<file path="config.mk">
export PLATFORM = sky130hd
export DESIGN_NAME = pin_sense_evt
export DESIGN_NICKNAME = d
export VERILOG_FILES = /design/src/rtl/pse_pkg.sv /design/src/rtl/pse_sync.sv /design/src/rtl/pse_port.sv /design/src/rtl/pse_evt.sv /design/src/rtl/pin_sense_evt.sv
export SDC_FILE = /design/constraint.sdc
export NUM_CORES = 1
export LEC_CHECK = 0
export ABC_CLOCK_PERIOD_IN_PS = 2300
export BUFFER_PORTS_ARGS = -buffer_cell sky130_fd_sc_hd__buf_4
export CAP_MARGIN = 20
export CORE_ASPECT_RATIO = 0.8
export CORE_MARGIN = 5
export CORE_UTILIZATION = 46
export CTS_BUF_LIST = sky130_fd_sc_hd__clkbuf_4
export CTS_CLUSTER_SIZE = 16
export DETAILED_ROUTE_END_ITERATION = 10
export HOLD_SLACK_MARGIN = 0.03
export PLACE_DENSITY = 0.64
export SLEW_MARGIN = 5
export SYNTH_ARGS = -nofsm -noshare
export SYNTH_HDL_FRONTEND = slang
export SYNTH_HIERARCHICAL = 1
export SYNTH_SLANG_ARGS = --single-unit
</file>
<file path="constraint.sdc">
create_clock -name clk -period 2.3 [get_ports clk]
set_input_delay 0.23 -clock clk [delete_from_list [all_inputs] [get_ports clk]]
set_output_delay 0.23 -clock clk [all_outputs]
set_load 0.05 [all_outputs]
</file>
<file path="src/rtl/pse_pkg.sv">
package pse_pkg;
  localparam int unsigned PORT_STRIDE   = 4;
  localparam int unsigned OFS_SENSE_EN  = 0;
  localparam int unsigned OFS_SENSE_POL = 1;
  localparam int unsigned OFS_MODE      = 2;
  localparam int unsigned OFS_LATCH_CLR = 3;

  typedef enum logic {
    DET_DIRECT  = 1'b0,
    DET_LATCHED = 1'b1
  } det_mode_e;
endpackage

</file>
<file path="src/rtl/pse_sync.sv">
module pse_sync #(
  parameter int W      = 32,
  parameter int STAGES = 2
) (
  input  logic         clk,
  input  logic         rst,
  input  logic [W-1:0] d,
  output logic [W-1:0] q
);
  logic [W-1:0] stage_q [STAGES];

  always_ff @(posedge clk) begin
    if (rst) begin
      for (int k = 0; k < STAGES; k++) stage_q[k] <= '0;
    end else begin
      stage_q[0] <= d;
      for (int k = 1; k < STAGES; k++) stage_q[k] <= stage_q[k-1];
    end
  end

  assign q = stage_q[STAGES-1];
endmodule

</file>
<file path="src/rtl/pse_port.sv">
module pse_port
  import pse_pkg::*;
#(
  parameter int PINS     = 32,
  parameter int AW       = 4,
  parameter int PORT_IDX = 0
) (
  input  logic            clk,
  input  logic            rst,
  input  logic [PINS-1:0] pin_s,
  input  logic            wr_en,
  input  logic [AW-1:0]   wr_addr,
  input  logic [PINS-1:0] wr_data,
  output logic [PINS-1:0] latch_o,
  output logic [PINS-1:0] match_o,
  output logic [PINS-1:0] clr_o,
  output logic            detect_o,
  output logic            rearm_o
);
  localparam int unsigned BASE = PORT_IDX * PORT_STRIDE;
  localparam logic [AW-1:0] A_EN  = AW'(BASE + OFS_SENSE_EN);
  localparam logic [AW-1:0] A_POL = AW'(BASE + OFS_SENSE_POL);
  localparam logic [AW-1:0] A_MOD = AW'(BASE + OFS_MODE);
  localparam logic [AW-1:0] A_CLR = AW'(BASE + OFS_LATCH_CLR);

  logic [PINS-1:0] en_q, pol_q, latch_q, latch_d;
  det_mode_e       mode_q;

  always_ff @(posedge clk) begin
    if (rst) begin
      en_q   <= '0;
      pol_q  <= '0;
      mode_q <= DET_DIRECT;
    end else if (wr_en) begin
      if (wr_addr == A_EN)  en_q   <= wr_data;
      if (wr_addr == A_POL) pol_q  <= wr_data;
      if (wr_addr == A_MOD) mode_q <= det_mode_e'(wr_data[0]);
    end
  end

  // a pin matches when enabled and its level equals the polarity
  assign match_o = en_q & ~(pin_s ^ pol_q);
  assign clr_o   = (wr_en && wr_addr == A_CLR) ? wr_data : '0;
  // a new match outranks a clear of the same bit
  assign latch_d = (latch_q & ~clr_o) | match_o;

  always_ff @(posedge clk) begin
    if (rst) latch_q <= '0;
    else     latch_q <= latch_d;
  end

  assign latch_o  = latch_q;
  assign detect_o = (mode_q == DET_LATCHED) ? (|latch_q) : (|match_o);
  assign rearm_o  = (mode_q == DET_LATCHED) && (|clr_o) && (|latch_d);
endmodule

</file>
<file path="src/rtl/pse_evt.sv">
module pse_evt
  import pse_pkg::*;
#(
  parameter int PORTS = 2,
  parameter int BLANK = 16,
  parameter int AW    = 4,
  parameter int CW    = $clog2(BLANK + 1)
) (
  input  logic             clk,
  input  logic             rst,
  input  logic [PORTS-1:0] det_vec,
  input  logic [PORTS-1:0] rearm_vec,
  input  logic             wr_en,
  input  logic [AW-1:0]    wr_addr,
  input  logic             wr_bit0,
  output logic             event_o,
  output logic             irq_o,
  output logic             ien_o,
  output logic [CW-1:0]    mask_cnt_o
);
  localparam logic [AW-1:0] A_EVT = AW'(PORTS * PORT_STRIDE);
  localparam logic [AW-1:0] A_IEN = AW'(PORTS * PORT_STRIDE + 1);

  logic [CW-1:0] cnt_q;
  logic          prev_q, evt_q, ien_q, irq_q;
  logic          det_gated, rise, evt_clr, evt_d, ien_d;

  // blanking applied after the OR of all ports
  assign det_gated = (|det_vec) && (cnt_q == '0);
  assign rise      = det_gated && !prev_q;
  assign evt_clr   = wr_en && (wr_addr == A_EVT) && !wr_bit0;
  assign evt_d     = rise || (evt_q && !evt_clr);
  assign ien_d     = (wr_en && wr_addr == A_IEN) ? wr_bit0 : ien_q;

  always_ff @(posedge clk) begin
    if (rst) begin
      cnt_q  <= '0;
      prev_q <= 1'b0;
      evt_q  <= 1'b0;
      ien_q  <= 1'b0;
      irq_q  <= 1'b0;
    end else begin
      if (|rearm_vec)        cnt_q <= CW'(BLANK);
      else if (cnt_q != '0)  cnt_q <= cnt_q - 1'b1;
      prev_q <= det_gated;
      evt_q  <= evt_d;
      ien_q  <= ien_d;
      irq_q  <= evt_d && ien_d;
    end
  end

  assign event_o    = evt_q;
  assign irq_o      = irq_q;
  assign ien_o      = ien_q;
  assign mask_cnt_o = cnt_q;
endmodule

</file>
<file path="src/rtl/pin_sense_evt.sv">
module pin_sense_evt #(
  parameter int PORTS = 2,
  parameter int PINS  = 32,
  parameter int BLANK = 16,
  parameter int SYNC  = 2,
  parameter int AW    = 4
) (
  input  logic                  clk,
  input  logic                  rst,
  input  logic [PORTS*PINS-1:0] pins_i,
  input  logic                  wr_en,
  input  logic [AW-1:0]         wr_addr,
  input  logic [PINS-1:0]       wr_data,
  output logic [PORTS*PINS-1:0] latch_o,
  output logic                  event_o,
  output logic                  irq_o
);
  localparam int NP = PORTS * PINS;
  localparam int CW = $clog2(BLANK + 1);

  logic [NP-1:0]    pins_s, match_all, clr_all;
  logic [PORTS-1:0] det_vec, rearm_vec;
  logic [CW-1:0]    mask_cnt;
  logic             ien;

  pse_sync #(.W(NP), .STAGES(SYNC)) u_sync (
    .clk(clk), .rst(rst), .d(pins_i), .q(pins_s)
  );

  for (genvar p = 0; p < PORTS; p++) begin : g_port
    pse_port #(.PINS(PINS), .AW(AW), .PORT_IDX(p)) u_port (
      .clk      (clk),
      .rst      (rst),
      .pin_s    (pins_s[p*PINS +: PINS]),
      .wr_en    (wr_en),
      .wr_addr  (wr_addr),
      .wr_data  (wr_data),
      .latch_o  (latch_o[p*PINS +: PINS]),
      .match_o  (match_all[p*PINS +: PINS]),
      .clr_o    (clr_all[p*PINS +: PINS]),
      .detect_o (det_vec[p]),
      .rearm_o  (rearm_vec[p])
    );
  end

  pse_evt #(.PORTS(PORTS), .BLANK(BLANK), .AW(AW), .CW(CW)) u_evt (
    .clk        (clk),
    .rst        (rst),
    .det_vec    (det_vec),
    .rearm_vec  (rearm_vec),
    .wr_en      (wr_en),
    .wr_addr    (wr_addr),
    .wr_bit0    (wr_data[0]),
    .event_o    (event_o),
    .irq_o      (irq_o),
    .ien_o      (ien),
    .mask_cnt_o (mask_cnt)
  );
endmodule

</file>
==> impl_metrics.json <==
{
  "syn2layout_area_growth_pct": 35.7,
  "fin_tns_setup_ns": -0.185,
  "totalWireLength_um": 41600,
  "timing_worst_setup_path_type": "register to register",
  "multi_input_area_um2": 5290,
  "grt_remaining_overflow": 0,
  "worstSetupStartpointType": "register",
  "slew_violations": 0,
  "clock_power_share_pct": 39.8,
  "net-switching-power_mw": 3.23,
  "via_count": 11500,
  "tritoncts": "done",
  "port_buffers": 168,
  "worstMarginPinSlew_ns": 0.744,
  "grt_pass1_wl_um": 63100,
  "worst_path_max_fanout": 3,
  "cts-root-buf": "sky130_fd_sc_hd__clkbuf_4",
  "initial_utilization_pct": 46.7,
  "fp-row-count": 54,
  "layout.cells.most_common": "sky130_fd_sc_hd__nand2_1",
  "synthesized_instance_count": 1492,
  "worstPathArrival_ns": 3.03,
  "die_height_um": 159,
  "synth.yosys.warnings": 6,
  "run_status": "finished, violations left",
  "power.ir.vdd_worst_mv": 0.536,
  "detailedRoute.firstIterationViolations": 1012,
  "p_per_area_nw_per_um2": 720,
  "fin_nets": 1971,
  "slew-limit-headroom_pct": 50.4,
  "grt_antenna_before_repair": 1,
  "netlist_area_before_placement_um2": 12700,
  "design.core.area_um2": 27200,
  "die_width_um": 196,
  "insertion_delay_ns": 0.74,
  "upper_clock_frequency_limit_mhz": 420,
  "stdcell_area_um2": 17300,
  "worst_slack_ns": -0.0827,
  "syn_area_per_cell_um2": 8.52,
  "vias_per_cell": 5.01,
  "crit_path_end_kind": "register",
  "final_antenna_net_count": 0,
  "dpl.hpwl_um": 28100,
  "drive_gt1_share_pct": 26.2,
  "boundaryPins": 169,
  "synth_nets": 1596,
  "routedWlPerCell_um": 18.1,
  "fillCellCount": 2332,
  "grt_setup_unrepaired": "true",
  "hold_path_class": "primary input to register",
  "cts.clk_slew.worst_paths_ns": 0.06,
  "floorplan.die_area_um2": 31100,
  "clock_sink_count": 331,
  "drcViolationCount": 0,
  "placed_area_um2": 14700,
  "power.leakage_nw": 7.10,
  "fin_skew_ns": 0.0520,
  "place.gp.congestion": 0.954,
  "period_minus_slack_ns": 2.38,
  "setup-violations-final": 3,
  "total_global_routing_track_utilization_pct": 25.7,
  "cell_internal_pwr_mw": 9.19,
  "worst_ep_required_time_ns": 2.95,
  "min_period_over_period_pct": 104,
  "maximum_number_of_pins_on_one_net_before_global_route_repair": 110,
  "first_pass_iters": 6,
  "grt_pass1_vias": 10900,
  "switching_share_pct": 26.0,
  "final_util_pct": 63.4,
  "pwr-share-seq_pct": 48.6,
  "power.combinational.fraction_pct": 11.6,
  "cts-buffers-inserted": 83,
  "layout.area.seq_um2": 6640,
  "layout.cells.most_common_list": "sky130_fd_sc_hd__nand2_1, sky130_fd_sc_hd__dfxtp_1, sky130_fd_sc_hd__buf_4",
  "drv_cap": 0,
  "clock_path_buffers": 3,
  "final_hold_viol_count": 0,
  "htreeDepth": 3,
  "failed_checks": "setup timing"
}
## layer usage
metal	wire (um)	vias up	GRT usage, %	part of all wire [%]
met5	0	-	0	0
met4	1350	0	9.26	3.3
met3	3060	95	5.70	7.4
met2	18000	454	38.1	43
met1	19100	5310	37.0	46
li1	-	5634	-	-
## stage by stage
stage	std cells	total power [mW]	setup WS, ns	hold WS [ns]
after global placement	2016	7.31	-0.374	0.420
after global routing	2296	13.0	-0.241	0.0710
final	2296	12.4	-0.0827	0.105
after CTS	2293	12.5	-0.0697	0.0378
after floorplan	1492	6.82	0.0188	0.296
after detailed placement	2016	7.32	-0.455	0.422
## timing repair
| item | 4_1_cts | 5_1_grt |
|---|---|---|
| hold buffers | 114 | 0 |
| endpoints found under the hold margin | 254 | 0 |
| pin swaps | 7 | 31 |
| setup buffers | 14 | 5 |
| setup endpoints to repair | 5 | 8 |
| gates resized for setup | 11 | 45 |
## cell type report
type	count	share of cell area [%]
clock inverter	26	0.798
sequential	331	38.5
clock buffer	123	5.35
timing repair buffer	432	21.2
tap	364	2.64
multi-input combinational	983	30.7
antenna	1	0.0145
inverter	36	0.783
## registers in the layout, indices dropped and copies added, names as in the netlist
signal	flops
u_sync/stage_q	128
g_port.u_port/en_q	64
g_port.u_port/latch_o	64
g_port.u_port/pol_q	64
u_evt/mask_cnt_o	5
g_port.u_port/mode_q	2
u_evt/event_o	1
u_evt/ien_o	1
u_evt/irq_o	1
u_evt/prev_q	1
## power by group through the flow
stage	combinational (mW)	sequential [mW]	clock (mW)
3_5_place_dp	1.17	6.16	0
2_1_floorplan	0.624	6.20	0
5_1_grt	1.53	6.05	5.41
3_3_place_gp	1.16	6.15	0
4_1_cts	1.38	6.03	5.08
6_report	1.44	6.03	4.94
## final timing paths
check / start / to / slack (ns) / cells after the start
worst max-delay path: g_port[1].u_port/pol_q[15] / u_evt/mask_cnt_o[2] / -0.08 / 11
worst min-delay path: wr_addr[0] / g_port[1].u_port/mode_q / 0.11 / 6
worst max register to register: g_port[1].u_port/pol_q[15] / u_evt/mask_cnt_o[2] / -0.08 / 11
worst min register to register: u_sync/stage_q[0][38] / u_sync/stage_q[0][102] / 0.41 / 1
## worst max-delay path: stages (launching register included)
cell and delay [ns]:
sky130_fd_sc_hd__dfxtp_1 0.32, sky130_fd_sc_hd__xnor2_1 0.13, sky130_fd_sc_hd__nand2_1 0.09, sky130_fd_sc_hd__inv_1 0.07
sky130_fd_sc_hd__nor4_4 0.29, sky130_fd_sc_hd__nand4_1 0.18, sky130_fd_sc_hd__nor4_2 0.29, sky130_fd_sc_hd__buf_4 0.16
sky130_fd_sc_hd__a31oi_4 0.08, sky130_fd_sc_hd__or3_4 0.43, sky130_fd_sc_hd__nand2b_4 0.16, sky130_fd_sc_hd__a21oi_2 0.11
No activity file was read; power rests on OpenSTA's default activity.
